File: src/rtl/vl_failfirst.sv
module vl_failfirst #(
  parameter int MAXVL = 64,
  localparam int VLW = $clog2(MAXVL + 1)
) (
  input  logic           clk,
  input  logic           rst_n,
  input  logic           start,
  input  logic [VLW-1:0] vl_in,
  input  logic           mode_cond,
  input  logic [1:0]     bit_sel,
  input  logic           inv,
  input  logic           vli,
  input  logic           rc,
  input  logic           rc1,
  input  logic           elem_valid,
  input  logic [VLW-1:0] elem_idx,
  input  logic [3:0]     elem_cond,
  input  logic           elem_fault,
  output logic [VLW-1:0] vl_out,
  output logic           stop,
  output logic           trap,
  output logic           data_we,
  output logic           cond_we
);

  logic           active_q, cond_q, inv_q, incl_q, rc1_q;
  logic [1:0]     sel_q;
  logic [VLW-1:0] lim_q;

  wire live      = active_q & ~stop & ~trap;
  wire hit       = elem_valid & live & (elem_idx < lim_q);
  wire tbit      = elem_cond[sel_q];
  wire cfail     = cond_q & (tbit == inv_q);
  wire mfault    = ~cond_q & elem_fault;
  wire first_el  = (elem_idx == '0);

  assign data_we = hit & ~(cond_q & rc1_q) & ~mfault & ~(cfail & ~incl_q);
  assign cond_we = hit & cond_q;

  always_ff @(posedge clk or negedge rst_n) begin
    if (!rst_n) begin
      active_q <= 1'b0;
      cond_q   <= 1'b0;
      inv_q    <= 1'b0;
      incl_q   <= 1'b0;
      rc1_q    <= 1'b0;
      sel_q    <= '0;
      lim_q    <= '0;
      vl_out   <= '0;
      stop     <= 1'b0;
      trap     <= 1'b0;
    end else if (start) begin
      active_q <= 1'b1;
      cond_q   <= mode_cond;
      inv_q    <= inv;
      incl_q   <= vli & ~rc;
      rc1_q    <= rc1;
      sel_q    <= bit_sel;
      lim_q    <= vl_in;
      vl_out   <= vl_in;
      stop     <= 1'b0;
      trap     <= 1'b0;
    end else if (hit) begin
      if (mfault) begin
        if (first_el) trap <= 1'b1;
        else begin
          vl_out <= elem_idx;
          stop   <= 1'b1;
        end
      end else if (cfail) begin
        vl_out <= incl_q ? elem_idx + 1'b1 : elem_idx;
        stop   <= 1'b1;
      end
    end
  end

  p_first_fault_trap_r3: assert property (@(posedge clk) disable iff (!rst_n)
    (!start && elem_valid && !mode_cond && elem_fault && elem_idx == '0 && live && lim_q != '0 && !cond_q)
      |=> (trap && $stable(vl_out)));

  p_mem_nonzero_r4: assert property (@(posedge clk) disable iff (!rst_n)
    (!start && hit && mfault && !first_el) |=> (stop && vl_out != '0));

  p_inclusive_len_r6: assert property (@(posedge clk) disable iff (!rst_n)
    (!start && hit && cfail && incl_q) |=> (vl_out == $past(elem_idx) + 1'b1));

  p_rc1_nodata_r9: assert property (@(posedge clk) disable iff (!rst_n)
    (active_q && cond_q && rc1_q) |-> !data_we);

  p_locked_r11: assert property (@(posedge clk) disable iff (!rst_n)
    ((stop || trap) && !start) |=> ($stable(vl_out) && $stable(trap)));

endmodule

File: config.mk
export PLATFORM = sky130hd
export DESIGN_NAME = vl_failfirst
export DESIGN_NICKNAME = d
export VERILOG_FILES = /design/src/rtl/vl_failfirst.sv
export SDC_FILE = /design/constraint.sdc
export NUM_CORES = 1
export LEC_CHECK = 0
export ABC_AREA = 1
export BUFFER_PORTS_ARGS = -buffer_cell sky130_fd_sc_hd__buf_2
export CELL_PAD_IN_SITES_DETAIL_PLACEMENT = 1
export CELL_PAD_IN_SITES_GLOBAL_PLACEMENT = 2
export CORE_ASPECT_RATIO = 0.7
export CORE_MARGIN = 10
export CORE_UTILIZATION = 31
export CTS_CLUSTER_DIAMETER = 60
export DETAILED_ROUTE_END_ITERATION = 10
export GPL_TIMING_DRIVEN = 0
export PLACE_DENSITY_LB_ADDON = 0.1
export SYNTH_ARGS = -nofsm -noshare
export SYNTH_HDL_FRONTEND = slang
export SYNTH_SLANG_ARGS = --single-unit
File: constraint.sdc
create_clock -name clk -period 3.21 [get_ports clk]
set_input_delay 0.642 -clock clk [delete_from_list [all_inputs] [get_ports clk]]
set_output_delay 0.642 -clock clk [all_outputs]
set_load 0.02 [all_outputs]
# Word-level counts from Yosys, hierarchy flattened
# Cells that the tools add are included.
# W data, S select, Z words.
# word_totals
input_bits	30
register_bits	23
out_inout_bits	11
wordCells	60
# op_classes
eq_ne	2
muxes	17
n_addsub	1
bitwise_logic	21
n_lt_le_gt_ge	2
reduce_logical	7
# ops
op	n
$mux W7	6
$and A1 B1 Y1	13
$mux W1	10
$not A1 Y1	8
$add A7 B1 Y7 const B	1
$logic_not A7 Y1	1
$lt A7 B7 Y1	1
$reduce_and A3 Y1	2
$reduce_bool A2 Y1	3
$lt A2 B3 Y1 const B	1
$ne A3 B3 Y1 const B	1
$reduce_bool A3 Y1	1
$bmux W1 S2	1
$eq A1 B1 Y1	1

# Longest topological paths before layout
# Gate-level depths: netlist of the first run.
# depth
ltp_word	8
depth_mapped	13
ltp_nobuf	13

# Worst setup path after synthesis of the first run
# Ideal clock, no wire load.
# synth_path
path_kind	input to output
start	input port elem_idx[6]
end	output port data_we
path_stages	6
path_buffers	0
slack_ns	0.703
arrival_ns	1.865
required_ns	2.568
path_cell_list	ha_1 > nand2_1 > inv_1 > a21oi_2 > nand3_2 > nor3_1
# synth_via
elab_chain_len	5
# synth_rtl
element	line	rtl
start, declared	16	input logic [VLW-1:0] elem_idx,
$lt A7 B7 Y1	31	wire hit = elem_valid & live & (elem_idx < lim_q);
$and A1 B1 Y1	31	
$and A1 B1 Y1 (3 in a row)	37	assign data_we = hit & ~(cond_q & rc1_q) & ~mfault & ~(cfail & ~incl_q);
end, declared	22	output logic data_we,
# No other way between the ends.

# Worst setup path after layout of the first run
# layout_path
start	input port elem_idx[2]
end	output port data_we
# The elaborated chain is that of the path after synthesis.

==> impl.org, run 1 <==
** Power and ir drop
- VDD sags by at most around 0.12 mV.
- Combinational cells account for 30.1% of the total power.
- The internal power of the cells totals 0.4890 mW.
- After layout, the design draws a total of 0.7526 mW.
- Reg power frac :: 45.2%
- Leak Pwr :: 0.9930 nW
- The analysis attributes to net switching a power of between 0.2 and 0.3 mW.
- The clock network is responsible for approximately a quarter of the overall power.
- Power spread over the standard cell area amounts to 418.6 mW/mm2.
- Switching fraction of total power :: about a third

** Clock tree
- In this run the number of H-tree levels came out at 1.
- The clock reaches the later pin of the worst-skew pair after ~0.27 ns.
- Setup repair bufs after CTS :: 0
- Clock-pin slew on the worst setup and hold paths :: 0.08 ns
- The clock passes through at most 2 buffers.
- The tree is rooted in a sky130_fd_sc_hd__clkbuf_8.
- The clock net in this run drives a total of 23 sinks.
- Number of gates resized after cts :: 0
- After clock tree synthesis, the flow added hold-fix buffers numbering 0.
- Counting the buffers created by CTS gives 3.
- CTS tree :: done

** Placement
- OpenSTA, run right after detailed placement, puts the worst setup slack at 0.4615 ns.
- Post-detailed-placement cell area :: approximately 0.0018 mm2
- DP HPWL :: 3.855 mm
- Placer's final routability congestion estimate :: just under 0.9
- Number of buffer cells added on primary ports :: 40

** Global routing
- For this run, global-route usage on met2 was measured as 19.77%.
- The first global-routing pass estimated 7.845 mm of wire.
- In the global route stage, overall resource usage came out at 12.16%.
- For met1 alone, demand over resource in global routing was between 10% and 20%.
- Entering global routing, the biggest net connects 24 pins.
- The global routing stage identified its most utilized layer as met2.
- The via count of the first global-routing pass is 1600.
- Number of antenna violations at the first check in global routing :: 0
- Remaining Overflow, GRT :: 0
- Global routing consumed, on the met3 layer, ~4% of the routing resources.

** Final layout
- Design Area, Final :: between 0.0015 and 0.002 mm2
- The number of antenna diodes in the final layout is 0.
- Once layout is complete, the utilization of the core stands at 40.14%.
- The final layout contains 280 nets.
- Share of final-layout standard cells stronger than drive strength 1 :: 28.63%
- Top Registers :: lim_q: 7 flops, vl_out: 7 flops, sel_q: 2 flops
- The area growth from synthesis to layout is 21.16%.

** STA
- Period minus WS final :: 2.760 ns
- Post-route setup slack :: roughly 0.45 ns
- Relative slew slack :: 63.35%
- RSZ-0062 raised after global routing :: no
- Timing would allow up to 362.4 MHz.
- After routing, the total negative slack on setup checks comes to 0 ns.
- The count of pins over their slew limit is 0.
- Total of endpoints with negative setup slack in the final report :: 0
- At the pin with the least slew margin, the transition time is 0.5497 ns.
- Final worst clock skew :: 0.002148 ns
- Dividing the final minimum period by the clock period gives between 80% and 90%.
- The count of endpoints failing hold in the final timing report was 0.

** Yosys
- Cells after synthesis :: between 150 and 200
- Dominant combinational cell family by area after synthesis :: simple AND/OR/NAND/NOR gates
- Yosys printed 0 warnings.
- Biggest area consumer among synthesized cells :: sky130_fd_sc_hd__dfrtp_1
- After Yosys synthesis, XOR and XNOR cells account for 0% of the synthesized area.
- Dominant cells by area after synthesis :: sky130_fd_sc_hd__dfrtp_1, sky130_fd_sc_hd__nand2_1, sky130_fd_sc_hd__ha_1
- Synth Area in Compound Gates :: 6.998%
- Synthesized area per cell :: 7.533 um2
- Fraction of synthesized cell area taken by the top area cell type :: roughly 39%
- Synthesized-area fraction occupied by and/or/nand/nor cells :: ~40%
- In the synthesized netlist, mux cells make up 0% of the area.
- Synthesis produced a netlist with a net count of between 200 and 250.
- Mapped Area :: 0.001484 mm2
- Sequential cell area fraction in the yosys report :: 38.79%
- #FFs+latches synth :: 23
- Number of library cell types mapped by synthesis :: 27
- Of the total synthesized cell area, the portion taken by full adders, half adders and majority gates is under 10%.

** Drt
- Initial DRC Count :: 80
- After detailed routing, the number of remaining DRC violations is 0.
- Vias :: 1455
- Via/cell ratio :: around 5
- Total routed wirelength :: between 4 and 5 mm
- In the final routed layout, each cell accounts on average for 15.65 um.
- The first detailed-routing pass took 4 iterations.
- Final ANT Viol Nets :: 0

** Die
- The die covers 0.007998 mm2.
- Standard-cell rows :: 20
- Once the floorplan was initialized, standard cells occupied between 30% and 40% of the core.
- Die boundary width :: 102.7 um
- During I/O placement, the number of pins put on the boundary was 41.
- The floorplan step defined a core boundary enclosing 0.004479 mm2.
- Die outline height :: just under 80 um

** Critical path
- The worst setup path is captured at a primary output.
- Critical path launch point type :: input port
- Worst Reg2Reg Path Length in Cells :: 10
- The cell family contributing the most delay on the critical path is simple AND/OR/NAND/NOR gates.
- The largest individual stage delay along the critical path comes from the cell sky130_fd_sc_hd__ha_1.
- Data on the critical path arrives at its endpoint at 2.12 ns.
- Worst path required time :: 2.57 ns
- Max Fanout on Critical Path :: 8
- Internal reg-to-reg setup slack :: 1.51 ns
- The critical path is of the input port to primary output type.
- Number of gates on the worst path with buffers counted :: 8
- Maximum single-stage delay on the critical path :: 0.32 ns
- Crit path cell chain :: buf_2 -> ha_1 -> a21oi_1 -> nand2_1 -> nand2_1 -> nand3_2 -> nor3_1 -> buf_2
- The critical path contains buffers and inverters numbering 2 combined.

** Worst hold path
- Hold/Removal Path Class :: input port to async pin

** Job
- The tool flagged a number of max-cap violations equal to 0.

** Status
- Run status :: finished, final reports clean
-- cell families (layout without fill, tap and decap cells) --
kind of cell,count (synthesis),in the layout
adder cells (fa/ha/maj),8,8
AND/OR/NAND/NOR,118,118
flip-flops,23,23
AO/OA/AOI/OAI,20,20
buffers and inverters,28,72
-- area by class of cell --
type	instances	area (um2)
flip-flops and latches	23	575.6
multi-input cells	146	794.5
clock buffers	4	45.04
well taps	55	68.82
repair buffers	40	200.2
fillers	593	2681
plain buffers	4	21.27
inverters	24	92.59
-- routing by layer --
layer | share of wire [%] | wire (um)
met4 | 0.39 | 18
met3 | 5.9 | 273
met1 | 47 | 2182
met2 | 47 | 2158
met5 | 0 | 0
-- power groups by stage --
stage	clock network [mW]	registers [mW]	logic [mW]
after global placement	0	0.344	0.222
after detailed placement	0	0.347	0.231
after global routing	0.208	0.346	0.257
after CTS	0.194	0.341	0.232
final	0.186	0.340	0.226
after floorplan	0	0.368	0.118
-- worst paths after layout --
| check | from | end |
|---|---|---|
| max | elem_idx[2] | data_we |
| min | rst_n | rc1_q$_DFFE_PN0P_ |
| max reg2reg | lim_q[2]$_DFFE_PN0P_ | vl_out[2]$_DFFE_PN0P_ |
| min reg2reg | vl_out[4]$_DFFE_PN0P_ | vl_out[4]$_DFFE_PN0P_ |
| max in group asynchronous | rst_n | vl_out[4]$_DFFE_PN0P_ |
| min in group clk | vl_out[4]$_DFFE_PN0P_ | vl_out[4]$_DFFE_PN0P_ |
-- placed cells by master (no fill, tap or decap) --
master / netlist / layout
sky130_fd_sc_hd__a21oi_1: 3 / 3
sky130_fd_sc_hd__a21oi_2: 1 / 1
sky130_fd_sc_hd__buf_2: 2 / 42
sky130_fd_sc_hd__buf_4: 1 / 1
sky130_fd_sc_hd__clkbuf_1: 1 / 2
sky130_fd_sc_hd__clkbuf_8: 0 / 3
sky130_fd_sc_hd__dfrtp_1: 23 / 23
sky130_fd_sc_hd__ha_1: 8 / 8
sky130_fd_sc_hd__inv_1: 20 / 20
sky130_fd_sc_hd__inv_2: 3 / 3
sky130_fd_sc_hd__inv_4: 1 / 1
sky130_fd_sc_hd__nand2_1: 71 / 71
sky130_fd_sc_hd__nand2_2: 3 / 3
sky130_fd_sc_hd__nand2_4: 2 / 2
sky130_fd_sc_hd__nand3_1: 10 / 10
sky130_fd_sc_hd__nand3_2: 6 / 6
sky130_fd_sc_hd__nand3_4: 1 / 1
sky130_fd_sc_hd__nand4_1: 9 / 9
sky130_fd_sc_hd__nand4_2: 1 / 1
sky130_fd_sc_hd__nor2_1: 7 / 7
sky130_fd_sc_hd__nor2_2: 2 / 2
sky130_fd_sc_hd__nor2_4: 1 / 1
sky130_fd_sc_hd__nor3_1: 2 / 2
sky130_fd_sc_hd__nor3b_1: 1 / 1
sky130_fd_sc_hd__nor3b_2: 1 / 1
sky130_fd_sc_hd__o21ai_0: 12 / 12
sky130_fd_sc_hd__o21ai_1: 4 / 4
sky130_fd_sc_hd__or2_2: 1 / 1
-- cells in the mapped netlist --
cell type	n
sky130_fd_sc_hd__a21oi_2	1
sky130_fd_sc_hd__buf_2	2
sky130_fd_sc_hd__o21ai_1	4
sky130_fd_sc_hd__nand4_1	9
sky130_fd_sc_hd__or2_2	1
sky130_fd_sc_hd__nor3b_2	1
sky130_fd_sc_hd__nand4_2	1
sky130_fd_sc_hd__ha_1	8
sky130_fd_sc_hd__nor2_4	1
sky130_fd_sc_hd__nor3b_1	1
sky130_fd_sc_hd__nand2_2	3
sky130_fd_sc_hd__nand2_1	71
sky130_fd_sc_hd__nand3_1	10
sky130_fd_sc_hd__buf_4	1
sky130_fd_sc_hd__nand3_4	1
sky130_fd_sc_hd__inv_4	1
sky130_fd_sc_hd__a21oi_1	3
sky130_fd_sc_hd__dfrtp_1	23
sky130_fd_sc_hd__clkbuf_1	1
sky130_fd_sc_hd__nand3_2	6
sky130_fd_sc_hd__nor3_1	2
sky130_fd_sc_hd__nand2_4	2
sky130_fd_sc_hd__o21ai_0	12
sky130_fd_sc_hd__inv_2	3
sky130_fd_sc_hd__nor2_1	7
sky130_fd_sc_hd__inv_1	20
sky130_fd_sc_hd__nor2_2	2
-- metrics by stage --
stage,instances,hold slack [ns]
floorplan,197,0.3464
global placement,292,0.4523
detailed placement,292,0.4514
CTS,296,0.3699
global route,296,0.3845
finish,296,0.3494
(Power assumes the default switching activity.)
==> run 2, diff against run 1 <==
--- a/config.mk
+++ b/config.mk
@@ -15,7 +15,7 @@
 export CTS_CLUSTER_DIAMETER = 60
 export DETAILED_ROUTE_END_ITERATION = 10
 export GPL_TIMING_DRIVEN = 0
-export PLACE_DENSITY_LB_ADDON = 0.1
+export PLACE_DENSITY_LB_ADDON = 0.3
 export SYNTH_ARGS = -nofsm -noshare
 export SYNTH_HDL_FRONTEND = slang
 export SYNTH_SLANG_ARGS = --single-unit
==> impl.org, run 2 (same netlist as run 1, synthesis figures left out) <==
** Die
- Number of ports placed on the die boundary :: 41 (unchanged)
- The placement row count was 20 (unchanged).
- Die boundary width :: 102.7 um (unchanged)
- Die outline height :: 77.89 um (unchanged)
- The area of the die is 0.007998 mm2 (unchanged).
- The initial core utilization came to 33.13% (unchanged).
- The core box area was 0.004479 mm2 (unchanged).

** Power and ir drop
- The power per cell area came to 417.6 mW/mm2 (-0.24%).
- Cell Int Power :: 0.4869 mW (-0.44%)
- Leak Pwr :: 0.9957 nW (+0.27%)
- Share of total power in combinational logic :: 29.6% (-0.5 points)
- Reg power frac :: 45.2% (about the same)
- The power share of the clock group is 25.2% (+0.5 points).
- Switching fraction of total power :: 35.20% (+0.18 points)
- Largest voltage drop on the vdd net :: 0.1567 mV (+34%)
- Tot Pwr :: 0.7513 mW (-0.17%)
- Net switching power :: 0.2645 mW (+0.34%)

** Critical path
- STA classifies the critical path endpoint as a primary output.
- On the critical path the largest part of the delay comes from simple AND/OR/NAND/NOR gates.
- Critical path buffer and inverter count :: 2 (unchanged)
- The worst endpoint data arrival time is 2.03 ns (-0.09 ns).
- Crit path cell chain :: buf_2 -> ha_1 -> a21oi_1 -> nand2_1 -> nand2_1 -> nand3_2 -> nor3_1 -> buf_2
- Maximum single-stage delay on the critical path :: 0.32 ns (about the same)
- The critical path data required time is 2.57 ns (about the same).
- Cell with the largest stage delay on the worst path :: sky130_fd_sc_hd__ha_1
- Class of the most critical setup path :: input port to primary output
- Critical path launch point type :: input port
- The worst-path maximum fanout came to 8 (unchanged).

** Job
- The count of max-cap constraint violations was 0 (unchanged).

** Final layout
- Commonest non-fill, non-tap cells in the layout :: sky130_fd_sc_hd__nand2_1, sky130_fd_sc_hd__buf_2, sky130_fd_sc_hd__dfrtp_1
- Share of final-layout standard cells stronger than drive strength 1 :: 29.05% (+0.41 points)
- The fill cell instance count of the final layout was 583 (-1.7%).
- Fin nets :: 280 (unchanged)
- Storage element area :: 575.6 um2 (unchanged)
- Top Registers :: lim_q: 7 flops, vl_out: 7 flops, sel_q: 2 flops
- The core occupancy in the finished layout was 40.17% (about the same).
- The area added between synthesis and finish was 21.25% (about the same).
- Leaving out fill and tap cells, the most frequent cell in the layout is sky130_fd_sc_hd__nand2_1.
- The footprint of the multi-input gates was 794.5 um2 (unchanged).
- The number of antenna repair diodes was 0 (unchanged).

** Drt
- The detail-routed net length per standard cell was 14.64 um (-6.5%).
- The number of remaining DRC errors came to 0 (unchanged).
- The via count came to 1398 (-3.9%).
- Count of TritonRoute iterations in the first routing pass :: 4 (unchanged)
- The final wirelength was 4.334 mm (-6.5%).
- The detailed-route vias per instance was 4.723 (-3.9%).
- Final ANT Viol Nets :: 0 (unchanged)
- Initial DRC Count :: 35 (-56%)

** STA
- Transition at the pin with the smallest max-transition slack :: 0.5329 ns (-0.01682 ns)
- F_max :: 374.0 MHz (+3.2%)
- Final worst clock skew :: 0.0008045 ns (-0.001343 ns)
- Period minus WS final :: 2.674 ns (-0.08607 ns)
- The total of endpoints with negative setup slack in the final report came to 0 (unchanged).
- Setup repair after global routing left no endpoint under its margin.
- Setup TNS Final :: 0 ns (unchanged)
- Final hold viol count :: 0 (unchanged)
- Final Max Tran Viols :: 0 (unchanged)
- Tcrit/Tclk final :: 83.29% (-2.7 points)
- The worst relative slew slack came to 64.47% (+1.1 points).

** Status
- Run status :: finished, final reports clean

** Clock tree
- The total CTS buffers came to 3 (unchanged).
- The maximum root-to-sink buffer count came to 2 (unchanged).
- Setup repair bufs after CTS :: 0 (unchanged)
- The CTS clock-pin slew for the worst setup and hold paths is 0.09 ns (about the same).
- CTS placed an instance of sky130_fd_sc_hd__clkbuf_8 at the clock tree root.
- Clock latency on the worst-skew pair :: 0.27 ns (about the same)
- CTS tree :: done
- Number of hold buffers added after CTS :: 0 (unchanged)
- CTS sink count :: 23 (unchanged)
- The CTS H-tree depth is 1 (unchanged).
- The post-CTS resize count came to 0 (unchanged).

** Global routing
- The global-route wire length before repair is 7.472 mm (-4.8%).
- The largest net degree at the start of global routing came to 24 (unchanged).
- The leftover overflow at the end of global routing was 0 (unchanged).
- The global-route usage over all layers was 11.67% (-0.49 points).
- The initial antenna violation count was 0 (unchanged).
- Vias in the first global route :: 1549 (-3.2%)

** Placement
- The post-detailed-placement half-perimeter wirelength is 3.558 mm (-7.7%).
- The count of port buffers added during placement was 40 (unchanged).
- The routability-driven placement congestion ratio came to 0.7846 (-11%).

** Worst hold path
- The path class of the tightest hold or removal check is input port to async pin.
-- run 2: power groups by stage --
stage | Combinational [mW] | Sequential (mW) | Clock, mW
final | 0.223 | 0.340 | 0.189
after global routing | 0.256 | 0.345 | 0.212
after CTS | 0.229 | 0.340 | 0.196
after detailed placement | 0.228 | 0.346 | 0
after global placement | 0.224 | 0.345 | 0
after floorplan | 0.118 | 0.368 | 0
-- run 2: final timing paths --
kind                                    endpoint  slack (ns)             startpoint  depth (start not counted)
hold / removal                 rc1_q$_DFFE_PN0P_        0.34                  rst_n                          1
hold reg to reg            vl_out[2]$_DFFE_PN0P_        0.47  vl_out[2]$_DFFE_PN0P_                          2
setup reg to reg           vl_out[5]$_DFFE_PN0P_        1.51   lim_q[2]$_DFFE_PN0P_                         10
max in group asynchronous   lim_q[3]$_DFFE_PN0P_        2.52                  rst_n                          1
min in group clk           vl_out[2]$_DFFE_PN0P_        0.47  vl_out[2]$_DFFE_PN0P_                          2
setup / recovery                         data_we        0.54            elem_idx[2]                          8
-- run 2: through the flow --
stage / worst slack, ns / instances / cell area [um2] / hold slack (ns)
global route: 0.3786 / 296 / 1799 / 0.3742
CTS: 0.5143 / 296 / 1799 / 0.3548
finish: 0.5364 / 296 / 1799 / 0.3371
floorplan: 0.7031 / 197 / 1484 / 0.3464
global placement: 0.4711 / 292 / 1753 / 0.4506
detailed placement: 0.5171 / 292 / 1753 / 0.4582
-- run 2: worst register-to-register path, stage by stage, from the launching register on --
cell                      delay [ns]
sky130_fd_sc_hd__dfrtp_1        0.37
sky130_fd_sc_hd__inv_1          0.08
sky130_fd_sc_hd__ha_1           0.24
sky130_fd_sc_hd__a21oi_1        0.15
sky130_fd_sc_hd__nand2_1        0.11
sky130_fd_sc_hd__nand2_1        0.09
sky130_fd_sc_hd__nand3_2        0.17
sky130_fd_sc_hd__nand2_4        0.15
sky130_fd_sc_hd__nand3_4        0.12
sky130_fd_sc_hd__nand2_1        0.08
sky130_fd_sc_hd__nand2_1        0.05
-- run 2: layer usage --
| layer | track usage (%) | up-vias | share of wire (%) |
|---|---|---|---|
| met4 | 2.528 | 0 | 0.88 |
| met5 | 0 | - | 0 |
| met2 | 18.12 | 24 | 44 |
| met1 | 15.37 | 647 | 50 |
| li1 | - | 722 | - |
| met3 | 3.717 | 5 | 5.4 |
-- run 2: area by class of cell --
| class | count | share of cell area (%) |
|---|---|---|
| Multi-Input combinational cell | 146 | 44.16 |
| Sequential cell | 23 | 31.99 |
| Timing Repair Buffer | 40 | 11.13 |
| Inverter | 24 | 5.146 |
| Tap cell | 55 | 3.825 |
| Clock buffer | 3 | 2.295 |
| Buffer | 4 | 1.182 |
| Clock inverter | 1 | 0.2782 |
==> run 3, diff against run 2 <==
--- a/config.mk
+++ b/config.mk
@@ -11,7 +11,7 @@
 export CELL_PAD_IN_SITES_GLOBAL_PLACEMENT = 2
 export CORE_ASPECT_RATIO = 0.7
 export CORE_MARGIN = 10
-export CORE_UTILIZATION = 31
+export CORE_UTILIZATION = 28
 export CTS_CLUSTER_DIAMETER = 60
 export DETAILED_ROUTE_END_ITERATION = 10
 export GPL_TIMING_DRIVEN = 0
==> constraint.sdc (replaced) <==
create_clock -name clk -period 2.47 [get_ports clk]
set_input_delay 0.494 -clock clk [delete_from_list [all_inputs] [get_ports clk]]
set_output_delay 0.494 -clock clk [all_outputs]
set_load 0.02 [all_outputs]
==> impl.org, run 3 (same netlist as run 1, synthesis figures left out) <==
** Critical path
- Arrival time worst endpoint :: 1.83 ns (-0.20 ns)
- Capturing element type of the critical path :: primary output
- Class of the most critical setup path :: input port to primary output
- Critical path launch point type :: input port
- The worst-path maximum fanout was 8 (unchanged).
- The critical path data required time came to 1.98 ns (-0.59 ns).

** Status
- The flow ran to the end, and the final reports show no timing, DRC or antenna violations.

** Die
- Die boundary width :: 107.0 um (+4.2%)
- The placement row count came to 22 (+10%).
- The vertical extent of the die is 80.91 um (+3.9%).
- Area enclosed by the die boundary :: 0.008658 mm2 (+8.2%)
- Core outline area :: 0.005175 mm2 (+16%)
- The I/O pin count came to 41 (unchanged).
- Initial cell density of the core :: 28.68% (-4.5 points)

** Drt
- The initial detailed-routing violation count is 44 (+26%).
- Count of TritonRoute iterations in the first routing pass :: 4 (unchanged)
- The number of remaining DRC errors came to 0 (unchanged).
- Vias :: 1390 (-0.57%)
- The detail-routed net length per standard cell came to 14.06 um (-4.0%).
- Via/cell ratio :: 4.427 (-6.3%)
- Final ANT Viol Nets :: 0 (unchanged)
- The final wirelength came to 4.414 mm (+1.8%).

** Final layout
- The largest registers in the layout are lim_q: 7 flops, vl_out: 7 flops, sel_q: 2 flops.
- Layout-stage area growth over the synthesis result :: 24.87%
- Fin nets :: 281 (+0.36%)
- Antenna Diode Count :: 0 (unchanged)
- The count of placed standard cells in the final layout, fillers left out came to 314 (+6.1%).
- Most common cell after layout, fill and taps aside :: sky130_fd_sc_hd__nand2_1
- Design Area, Final :: 0.001853 mm2 (+3.0%)
- Commonest non-fill, non-tap cells in the layout :: sky130_fd_sc_hd__nand2_1, sky130_fd_sc_hd__buf_2, sky130_fd_sc_hd__dfrtp_1
- Share of final-layout standard cells stronger than drive strength 1 :: 30.17% (+1.1 points)

** Clock tree
- Cts bufs inserted :: 3 (unchanged)
- Clock tree buffer depth :: 2 (unchanged)
- TritonCTS built the clock tree.
- The CTS clock-pin slew for the worst setup and hold paths is 0.09 ns (about the same).
- Root buffer selected by CTS :: sky130_fd_sc_hd__clkbuf_8
- The clock latency of the later-clocked register in the worst-skew pair was 0.27 ns (about the same).
- CTS sink count :: 23 (unchanged)
- Htree depth :: 1 (unchanged)

** STA
- Setup repair after global routing left no endpoint under its margin.
- Final Max Tran Viols :: 0 (unchanged)
- The count of endpoints failing hold in the final timing report came to 0 (unchanged).
- The worst path needs 2.323 ns of the cycle, external delays included.
- Post-route setup slack :: 0.1471 ns (-0.3893 ns)
- The final critical path takes up 94.05% of the cycle.
- The worst clock skew was 0.003934 ns (+0.003130 ns).
- Setup TNS Final :: 0 ns (unchanged)
- F_max :: 430.5 MHz
- The slew at the pin with the worst max-slew slack was 0.5509 ns (+0.01803 ns).
- Relative slew slack :: 63.27% (-1.2 points)
- The total of endpoints with negative setup slack in the final report is 0 (unchanged).

** Worst hold path
- Hold/Removal Path Class :: input port to async pin

** Job
- The count of max-cap constraint violations is 0 (unchanged).

** Global routing
- Vias in the first global route :: 1536 (-0.84%)
- The leftover overflow at the end of global routing is 0 (unchanged).
- The initial antenna violation count came to 0 (unchanged).
- Tot GR Track Use :: 11.02% (-0.65 points)
- Global-route wire length before repair :: 7.679 mm (+2.8%)
- Maximum number of pins on one net before global-route repair :: 24 (unchanged)

** Power and ir drop
- Total power per unit cell area :: 532.9 mW/mm2 (+28%)
- The static leakage was 1.004 nW (+0.85%).
- The worst voltage drop across the vdd grid came to 0.1511 mV (-3.6%).

** Placement
- The post-detailed-placement cell area is 0.001774 mm2 (+1.2%).
- The worst setup slack before clock tree synthesis is 0.06053 ns (-0.4566 ns).
- The count of port buffers added during placement is 40 (unchanged).
- The post-detailed-placement half-perimeter wirelength was 3.587 mm (+0.82%).
- Number of instances in the placed design :: 309 (+5.8%)
- The routability-driven placement congestion ratio was 0.8206 (+4.6%).
[run 3: path summary, 6_finish.rpt]
kind | from | endpoint | slack, ns | cells after the start
max reg2reg | lim_q[2]$_DFFE_PN0P_ | vl_out[5]$_DFFE_PN0P_ | 0.68 | 13
min in group clk | rc | incl_q$_DFFE_PN0P_ | 0.41 | 2
max in group asynchronous | rst_n | vl_out[5]$_DFFE_PN0P_ | 1.90 | 1
min reg2reg | vl_out[2]$_DFFE_PN0P_ | vl_out[2]$_DFFE_PN0P_ | 0.47 | 2
min | rst_n | incl_q$_DFFE_PN0P_ | 0.20 | 1
max | elem_idx[2] | data_we | 0.15 | 10
[run 3: critical path: stages]
cell and delay [ns]:
sky130_fd_sc_hd__buf_2 0.15, sky130_fd_sc_hd__ha_1 0.33, sky130_fd_sc_hd__nand2_1 0.08, sky130_fd_sc_hd__inv_1 0.04
sky130_fd_sc_hd__nand2_1 0.05, sky130_fd_sc_hd__nand2_1 0.10, sky130_fd_sc_hd__nand2_1 0.12, sky130_fd_sc_hd__nand3_4 0.11
sky130_fd_sc_hd__nor3_4 0.20, sky130_fd_sc_hd__buf_4 0.16
[run 3: area by class of cell]
class | count | area (um2)
Inverter | 24 | 92.59
Multi-Input combinational cell | 146 | 817.0
Clock inverter | 1 | 5.005
Fill cell | 681 | 3322
Buffer | 4 | 21.27
Sequential cell | 23 | 575.6
Timing Repair Buffer | 41 | 210.2
Tap cell | 72 | 90.09
Clock buffer | 3 | 41.29
[run 3: per-stage QoR]
step                hold WS, ns  utilization, %  power [mW]
floorplan                0.1984               -      0.6310
global route             0.2389           35.81       1.072
CTS                      0.2240           35.18      0.9953
finish                   0.1967           35.81      0.9875
detailed placement       0.4574           34.28      0.7443
global placement         0.4579           34.28      0.7391
[run 3: where the power goes]
group          switching (mW)  internal, mW  leakage (nW)  total (mW)
Combinational           0.194         0.108         0.698       0.302
Clock                   0.131         0.113        0.0255       0.244
Sequential             0.0230         0.419         0.281       0.442
[run 3: timing repair]
| action | 4_1_cts | 5_1_grt |
|---|---|---|
| resized for setup | 0 | 5 |
| setup endpoints to repair | 0 | 1 |
| hold buffers | 0 | 0 |
| setup buffers | 0 | 1 |
[run 3: layer usage]
metal  up-vias  GRT usage [%]  part of all wire [%]  routed length (um)
li1        727              -                     -                   -
met1       633          14.90                    53                2354
met2        26          17.01                    41                1818
met3         4          3.241                   4.6                 203
met4         0          2.426                  0.86                  38
met5         -              0                     0                   0
